## config.mk

```make
export PLATFORM = sky130hd
export DESIGN_NAME = blk_admit_top
export DESIGN_NICKNAME = d
export VERILOG_FILES = /design/src/rtl/blk_admit_pkg.sv /design/src/rtl/blk_admit_screen.sv /design/src/rtl/blk_admit_ledger.sv /design/src/rtl/blk_admit_pick.sv /design/src/rtl/blk_admit_top.sv
export SDC_FILE = /design/constraint.sdc
export NUM_CORES = 1
export LEC_CHECK = 0
export ABC_AREA = 0
export BUFFER_PORTS_ARGS = -buffer_cell sky130_fd_sc_hd__buf_2
export CAP_MARGIN = 30
export CELL_PAD_IN_SITES_DETAIL_PLACEMENT = 1
export CELL_PAD_IN_SITES_GLOBAL_PLACEMENT = 1
export CORE_MARGIN = 1
export CORE_UTILIZATION = 25
export CTS_CLUSTER_SIZE = 28
export DETAILED_ROUTE_END_ITERATION = 10
export PLACE_DENSITY = 0.47
export SLEW_MARGIN = 20
export SYNTH_ARGS = -nofsm -noshare
export SYNTH_HDL_FRONTEND = slang
export SYNTH_HIERARCHICAL = 1
export SYNTH_SLANG_ARGS = --single-unit
```

## constraint.sdc

```tcl
create_clock -name clk -period 7.8 [get_ports clk]
set_input_delay 2.34 -clock clk [delete_from_list [all_inputs] [get_ports clk]]
set_output_delay 2.34 -clock clk [all_outputs]
set_load 0.05 [all_outputs]
```

## src/rtl/blk_admit_pkg.sv

```systemverilog
package blk_admit_pkg;

  // True when a block of want threads can join a slot that now holds
  // blk blocks and thr threads, given both per-slot capacity limits.
  function automatic logic slot_fits(input int blk, input int thr, input int want,
                                     input int max_blk, input int max_thr);
    return (blk < max_blk) && ((thr + want) <= max_thr);
  endfunction

  // True when a thread count is a legal block size.
  function automatic logic size_legal(input int want, input int max_req);
    return (want >= 1) && (want <= max_req);
  endfunction

endpackage

```

## src/rtl/blk_admit_screen.sv

```systemverilog
module blk_admit_screen #(
  parameter int REQ_W   = 11,
  parameter int MAX_REQ = 512
) (
  input  logic [REQ_W-1:0] req_threads,
  output logic             req_legal
);
  always_comb req_legal = blk_admit_pkg::size_legal(int'(req_threads), MAX_REQ);
endmodule

```

## src/rtl/blk_admit_ledger.sv

```systemverilog
module blk_admit_ledger #(
  parameter int MAX_BLK = 8,
  parameter int MAX_THR = 768,
  parameter int REQ_W   = 11,
  parameter int BLK_W   = 4,
  parameter int THR_W   = 10
) (
  input  logic             clk,
  input  logic             rst_n,
  input  logic             grant,
  input  logic [REQ_W-1:0] grant_thr,
  input  logic             done,
  input  logic [REQ_W-1:0] done_thr,
  input  logic [REQ_W-1:0] want_thr,
  output logic             fit,
  output logic [BLK_W-1:0] blk_cnt,
  output logic [THR_W-1:0] thr_cnt
);
  logic [BLK_W-1:0] blk_q;
  logic [THR_W-1:0] thr_q;
  logic [THR_W-1:0] thr_add, thr_sub;

  always_comb begin
    thr_add = grant ? THR_W'(grant_thr) : '0;
    thr_sub = done  ? THR_W'(done_thr)  : '0;
    fit     = blk_admit_pkg::slot_fits(int'(blk_q), int'(thr_q), int'(want_thr),
                                       MAX_BLK, MAX_THR);
  end

  always_ff @(posedge clk or negedge rst_n) begin
    if (!rst_n) begin
      blk_q <= '0;
      thr_q <= '0;
    end else begin
      blk_q <= blk_q + BLK_W'(grant) - BLK_W'(done);
      thr_q <= thr_q + thr_add - thr_sub;
    end
  end

  assign blk_cnt = blk_q;
  assign thr_cnt = thr_q;
endmodule

```

## src/rtl/blk_admit_pick.sv

```systemverilog
module blk_admit_pick #(
  parameter int NUM_SLOTS = 2,
  parameter int SLOT_W    = 1
) (
  input  logic [NUM_SLOTS-1:0] fit_vec,
  output logic [NUM_SLOTS-1:0] pick_onehot,
  output logic [SLOT_W-1:0]    pick_idx,
  output logic                 pick_any
);
  always_comb begin
    pick_idx    = '0;
    pick_any    = 1'b0;
    pick_onehot = '0;
    for (int i = NUM_SLOTS - 1; i >= 0; i--) begin
      if (fit_vec[i]) begin
        pick_idx = SLOT_W'(i);
        pick_any = 1'b1;
      end
    end
    if (pick_any) pick_onehot[pick_idx] = 1'b1;
  end
endmodule

```

## src/rtl/blk_admit_top.sv

```systemverilog
module blk_admit_top #(
  parameter int NUM_SLOTS = 2,
  parameter int MAX_BLK   = 8,
  parameter int MAX_THR   = 768,
  parameter int MAX_REQ   = 512,
  parameter int REQ_W     = 11,
  localparam int SLOT_W   = (NUM_SLOTS > 1) ? $clog2(NUM_SLOTS) : 1
) (
  input  logic                       clk,
  input  logic                       rst_n,
  input  logic                       req_valid,
  output logic                       req_ready,
  input  logic [REQ_W-1:0]           req_threads,
  input  logic [NUM_SLOTS-1:0]       cmp_valid,
  input  logic [NUM_SLOTS*REQ_W-1:0] cmp_threads,
  output logic                       disp_valid,
  output logic [SLOT_W-1:0]          disp_slot,
  output logic                       req_err
);
  localparam int BLK_W = $clog2(MAX_BLK + 1);
  localparam int THR_W = $clog2(MAX_THR + 1);

  logic                       req_legal;
  logic [NUM_SLOTS-1:0]       fit_vec, pick_onehot, grant_vec;
  logic [SLOT_W-1:0]          pick_idx;
  logic                       pick_any;
  logic                       accept, dispatch_fire, reject_fire;
  logic [NUM_SLOTS*BLK_W-1:0] blk_flat;
  logic [NUM_SLOTS*THR_W-1:0] thr_flat;

  blk_admit_screen #(.REQ_W(REQ_W), .MAX_REQ(MAX_REQ)) screen_i (
    .req_threads(req_threads),
    .req_legal  (req_legal)
  );

  for (genvar s = 0; s < NUM_SLOTS; s++) begin : g_slot
    blk_admit_ledger #(
      .MAX_BLK(MAX_BLK), .MAX_THR(MAX_THR), .REQ_W(REQ_W),
      .BLK_W(BLK_W), .THR_W(THR_W)
    ) ledger_i (
      .clk      (clk),
      .rst_n    (rst_n),
      .grant    (grant_vec[s]),
      .grant_thr(req_threads),
      .done     (cmp_valid[s]),
      .done_thr (cmp_threads[s*REQ_W +: REQ_W]),
      .want_thr (req_threads),
      .fit      (fit_vec[s]),
      .blk_cnt  (blk_flat[s*BLK_W +: BLK_W]),
      .thr_cnt  (thr_flat[s*THR_W +: THR_W])
    );
  end

  blk_admit_pick #(.NUM_SLOTS(NUM_SLOTS), .SLOT_W(SLOT_W)) pick_i (
    .fit_vec    (fit_vec),
    .pick_onehot(pick_onehot),
    .pick_idx   (pick_idx),
    .pick_any   (pick_any)
  );

  always_comb begin
    req_ready     = !req_legal || pick_any;
    accept        = req_valid && req_ready;
    dispatch_fire = accept && req_legal;
    reject_fire   = accept && !req_legal;
    grant_vec     = dispatch_fire ? pick_onehot : '0;
  end

  always_ff @(posedge clk or negedge rst_n) begin
    if (!rst_n) begin
      disp_valid <= 1'b0;
      disp_slot  <= '0;
      req_err    <= 1'b0;
    end else begin
      disp_valid <= dispatch_fire;
      req_err    <= reject_fire;
      if (dispatch_fire) disp_slot <= pick_idx;
    end
  end
endmodule

```

## Yosys cells after proc, flatten, opt, wreduce, memory -nomap -nowiden

Cells that the tools add are included.

- Add/subtract/negate cells: 10
- Order comparisons: 8
- Multiplexer cells: 11
- Reductions and logical operators: 9

Operator list:

| cell | number |
|---|---|
| <= comparator 32 x 11 -> 1 bit (second input constant) | 2 |
| 2-to-1 mux 10 bit | 4 |
| adder 10 x 11 -> 12 bit | 2 |
| adder 10 bit | 2 |
| subtractor 10 bit | 2 |
| greater-or-equal comparator 11 x 1 -> 1 bit (second input constant) | 1 |
| <= comparator 11 x 10 -> 1 bit (second input constant) | 1 |
| adder 4 x 1 -> 4 bit | 2 |
| < comparator 4 bit (second input constant) | 2 |
| subtractor 4 x 1 -> 4 bit | 2 |
| logical AND 1 bit | 7 |
| 2-to-1 mux 1 bit | 4 |
| 2-to-1 mux 2 bit | 2 |
| < comparator 1 x 2 -> 1 bit (second input constant) | 1 |
| demux 1 bit (select 1 bit) | 1 |
| greater-or-equal comparator 1 bit (second input constant) | 1 |
| zero test 1 bit | 1 |
| logical OR 1 bit | 1 |

- Register bits after elaboration: 31
- Output and inout bits: 4
- Logic and storage cells: 45

## Longest topological paths before layout

- Depth after elaboration: 14
- Depth in mapped cells: 26
- Depth with buffers taken out: 25

## By module

The synthesis kept the hierarchy.

Modules (own cells, without submodules):

| module | instances | cells each | area an instance (um2) |
|---|---|---|---|
| blk_admit_ledger at g_slot[1].ledger_i | 1 | 199 | 1741.7 |
| blk_admit_ledger at g_slot[0].ledger_i | 1 | 194 | 1719.1 |
| blk_admit_top | 1 | 9 | 132.6 |
| blk_admit_screen | 1 | 6 | 50.0 |
| blk_admit_pick | 1 | 4 | 23.8 |

## Worst setup path after synthesis

OpenSTA, ideal clock, no wires.

- Path kind: input -> register
- Start: input port req_threads[0]
- End: register g_slot[0].ledger_i.thr_q[9]
- Arrival: 7102 ps
- Required time: 7720 ps
- Setup slack: 618 ps
- Stages on the path: 24
- Path buffers: 1
- Cell sequence: ha_1 -> fa_1 -> a21oi_1 -> nor2_1 -> o41a_1 -> or3_1 -> nand3_1 -> a21oi_1 -> o211ai_1 -> or2_1 -> and3_4 -> and2_2 -> clkbuf_1 -> nand2_1 -> fa_1 -> inv_1 -> ha_1 -> a21o_1 -> a21oi_2 -> o21bai_2 -> a2111oi_2 -> o31ai_1 -> a21oi_1 -> xnor2_1

- Elaborated cells between the ends (all ways): 26
- Classes of those cells: add/sub (4); order compare (6); mux (8); reduce/logical (8)

RTL lines:

| item | RTL line | source |
|---|---|---|
| start, declared | blk_admit_top.sv:13 | `input logic [REQ_W-1:0] req_threads,` |
| adder 10 x 11 -> 12 bit | blk_admit_pkg.sv:7 | `return (blk < max_blk) && ((thr + want) <= max_thr);` |
| <= comparator 32 x 11 -> 1 bit | blk_admit_pkg.sv:7 |  |
| logical AND 1 bit | blk_admit_pkg.sv:7 |  |
| net fit_vec[0] | blk_admit_top.sv:24 | `logic [NUM_SLOTS-1:0] fit_vec, pick_onehot, grant_vec;` |
| 2-to-1 mux 1 bit | blk_admit_pick.sv:15 | `if (fit_vec[i]) begin` |
| net pick_any | blk_admit_top.sv:26 | `logic pick_any;` |
| logical OR 1 bit | blk_admit_top.sv:62 | `req_ready = !req_legal \|\| pick_any;` |
| logical AND 1 bit | blk_admit_top.sv:63 | `accept = req_valid && req_ready;` |
| logical AND 1 bit | blk_admit_top.sv:64 | `dispatch_fire = accept && req_legal;` |
| net dispatch_fire | blk_admit_top.sv:27 | `logic accept, dispatch_fire, reject_fire;` |
| 2-to-1 mux 2 bit | blk_admit_top.sv:66 | `grant_vec = dispatch_fire ? pick_onehot : '0;` |
| net grant_vec[0] | blk_admit_top.sv:24 |  |
| 2-to-1 mux 10 bit | blk_admit_ledger.sv:24 | `thr_add = grant ? THR_W'(grant_thr) : '0;` |
| adder 10 bit | blk_admit_ledger.sv:36 | `thr_q <= thr_q + thr_add - thr_sub;` |
| subtractor 10 bit | blk_admit_ledger.sv:36 |  |
| end signal, assigned | blk_admit_ledger.sv:36 |  |
| end, declared | blk_admit_ledger.sv:20 | `logic [THR_W-1:0] thr_q;` |

The timed path passes the listed nets, and every way through them passes these cells.
A chain may end at the register's enable or synchronous reset.

## Final worst setup path

- Start: input port req_threads[0]
- End: output port req_ready

- Longest elaborated chain between the ends: 6
- Elaborated cells between the ends (all ways): 13
- Classes of those cells: add/sub (2); order compare (4); mux (2); reduce/logical (5)

Ends and longest elaborated chain:

| item | RTL line | source |
|---|---|---|
| adder 10 x 11 -> 12 bit | blk_admit_pkg.sv:7 |  |
| <= comparator 32 x 11 -> 1 bit | blk_admit_pkg.sv:7 |  |
| logical AND 1 bit | blk_admit_pkg.sv:7 |  |
| net fit_vec[1] | blk_admit_top.sv:24 |  |
| 2-to-1 mux 1 bit (2 in a row) | blk_admit_pick.sv:15 |  |
| net pick_any | blk_admit_top.sv:26 |  |
| logical OR 1 bit | blk_admit_top.sv:62 |  |
| end, declared | blk_admit_top.sv:12 | `output logic req_ready,` |

The timed path passes the listed nets, and every way through them passes these cells.

==> out/summary.txt <==
DRT antenna net count: 0
CTS tree: built
synthesized net count: 520
cell row count: 43
DIE AREA: 15,160 µm²
post-synth cell types: 64
Vias: 2,897
vias per cell: 4.534
leakage: 0.002060 µW
Initial DRC Count: 55
initial antenna violation count: 0
Max Freq: 133.6 MHz
Commonest cells post-synth: inv_1, ha_1, nand2_1
Top Family by Delay on Critical Path: compound AO/OA/AOI/OAI gates
Synth area leaders: dfrtp_1, ha_1, fa_1, inv_1, xnor2_1
CTS root buffer: clkbuf_16
IO Port Bufs: 39
Core Area: 14,100 µm²
post-synthesis sequential area ratio: 0.2115
fin crit period: 7.484 ns
peak supply drop: 110.2 µV
number of global-route vias before repair: 3,140
crit-path most repeated cell: buf_2
Slew Limit Fails: 0
Synth top area share: 0.2115
unrepaired setup endpoints after global routing: false
clock slew at reported path FFs: 0.05 ns
post_cts resized: 0
# setup viols final: 0
Post-synth EDFFs: 0
num ports: 42
Die X: 123.1 µm
CP Launch Type: primary input
All-Layer GR Usage: 0.1379
postcts setup bufs: 0
count leader, synth: inv_1
pre-CTS setup slack: 0.1760 ns
die height: 123.1 µm
worst reg2reg startpoint: g_slot[0].ledger_i/thr_cnt[0]
GP Congestion: 0.7455
Most used DFF post-synth: dfrtp_1
clock latency at the later pin of the worst-skew pair: 0.29 ns
GRT overflow: 0
Final Hold Fails: 0
routed wire length: 9.281 mm
P&R area growth vs syn: 16.82%
CTS Buffer Depth: 2
Final Core Density: 0.3039
CP Cell Sequence: buf_2 -> buf_4 -> ha_1 -> fa_1 -> a211oi_1 -> o21bai_1 -> o22ai_1 -> xnor2_1 -> nand2_1 -> o211a_1 -> or2_1 -> or2b_1 -> buf_2
MaxCap Viol Count: 0
Pwr Density: 431.0 nW/µm²
Worst setup startpoint: req_threads[0]
drt drc: 0
Mapped Cells: 412
hold crit path type: reg2reg
Critical Path End Type: primary output
clk sink count: 31
fillers: 1,684
Initial Util: 0.2602
worst-margin pin slew: 0.7858 ns
synthesized area per cell: 8.901 µm²
max_slew headroom: 0.4761
Post-Synthesis Cell Area: 3667 µm²
Final HPWL DP: 7.768 mm
#FFs+latches synth: 31
critical setup path kind: in2out
WHS: 0.5213 ns
Slowest cell on crit path: fa_1
Post-CTS Hold Buffers: 0
share of cells above drive strength 1: 0.1678
largest net degree at the start of global routing: 32
ys async rst share: 1.000
ant diodes: 0
TritonCTS Buffers: 5
NumNets Final: 566
Final period util: 0.9595
cell taking the most area after synthesis: dfrtp_1
final worst slack: 0.3161 ns
Pre-antenna DRT Iters: 4
hold_sp: g_slot[1].ledger_i/thr_cnt[0]
first-pass GRT wire length: 15.93 mm
Critical Path AT: 5.14 ns
outcome: complete, no violations
CP max FO: 4
warnings from Yosys: 6
crit-path max cell delay: 0.43 ns
CP Data Required Time: 5.46 ns
wire per inst: 14.52 µm
Final Skew: 0.01036 ns
H-tree Lvls: 2
Buf/Inv on CP: 3
final setup TNS: 0 ns
==> final cells by class <==
| cell class | count | area, µm² | share of cell area |
|---|---|---|---|
| multi-input combinational | 301 | 2576 | 0.6013 |
| sequential | 31 | 775.7 | 0.1811 |
| inverter | 74 | 277.8 | 0.06484 |
| timing repair buffer | 45 | 240.2 | 0.05607 |
| tap | 180 | 225.2 | 0.05257 |
| clock buffer | 6 | 128.9 | 0.03008 |
| clock inverter | 2 | 60.06 | 0.01402 |
==> metal layers <==
metal | global-route usage | routed length [µm]
met1 | 0.1916 | 4765
met2 | 0.2198 | 4138
met3 | 0.02721 | 291
met4 | 0.03163 | 85
met5 | 0 | 0
==> state kept, by name, indices dropped and copies added (netlist names) <==
| signal | cells |
|---|---|
| g_slot.ledger_i/thr_cnt | 20 |
| g_slot.ledger_i/blk_cnt | 8 |
| disp_valid | 1 |
| req_err | 1 |
| disp_slot | 1 |
==> cells by family (layout without fill, tap and decap cells) <==
logic type / after synthesis / after routing / share of synthesized area
mux: 2 / 2 / 0.006823
buf+inv: 80 / 127 / 0.08598
xor+xnor: 37 / 37 / 0.08837
compound gates: 82 / 82 / 0.1641
simple gates: 110 / 110 / 0.1593
flops: 31 / 31 / 0.2115
fa+ha+maj: 70 / 70 / 0.2839
==> final timing paths <==
kind	end	slack, ns	depth (start not counted)
max	req_ready	0.32	13
min	g_slot[1].ledger_i/thr_cnt[0]	0.52	1
max reg2reg	g_slot[0].ledger_i/thr_cnt[9]	2.30	23
min reg2reg	g_slot[1].ledger_i/thr_cnt[0]	0.52	1
max in group asynchronous	g_slot[0].ledger_i/thr_cnt[1]	5.16	1
min in group asynchronous	g_slot[1].ledger_i/blk_cnt[1]	2.13	1
==> per-stage QoR <==
| step | total power, µW | instance area [µm²] | cells |
|---|---|---|---|
| final | 1846 | 4284 | 639 |
| after global routing | 2069 | 4284 | 639 |
| after CTS | 1881 | 4284 | 639 |
| after detailed placement | 1598 | 4095 | 631 |
| after global placement | 1570 | 4095 | 631 |
| after floorplan | 1342 | 3667 | 412 |
==> power breakdown <==
group | switching [µW] | leakage [µW] | total [µW] | internal (µW)
logic | 694 | 0.00160 | 1270 | 578
clock network | 77.1 | 0.0000911 | 260 | 183
registers | 56.7 | 0.000366 | 313 | 257
total | 828 | 0.00206 | 1850 | 1020
==> cell usage in the layout, fill, tap and decap left out, drive strengths merged, types with 4 or more instances in the layout <==
cell,count
xnor2,28
xor2,9
clkbuf,6
a21o,6
a211oi,5
fa,22
ha,48
buf,45
o21ai,19
nand3,4
nor4,4
inv,74
nor3,6
nor2,22
nor2b,5
a21oi,23
dfrtp,31
nand2,32
o21a,6
and2,20
Note: power is estimated with default switching activity, not from simulation.
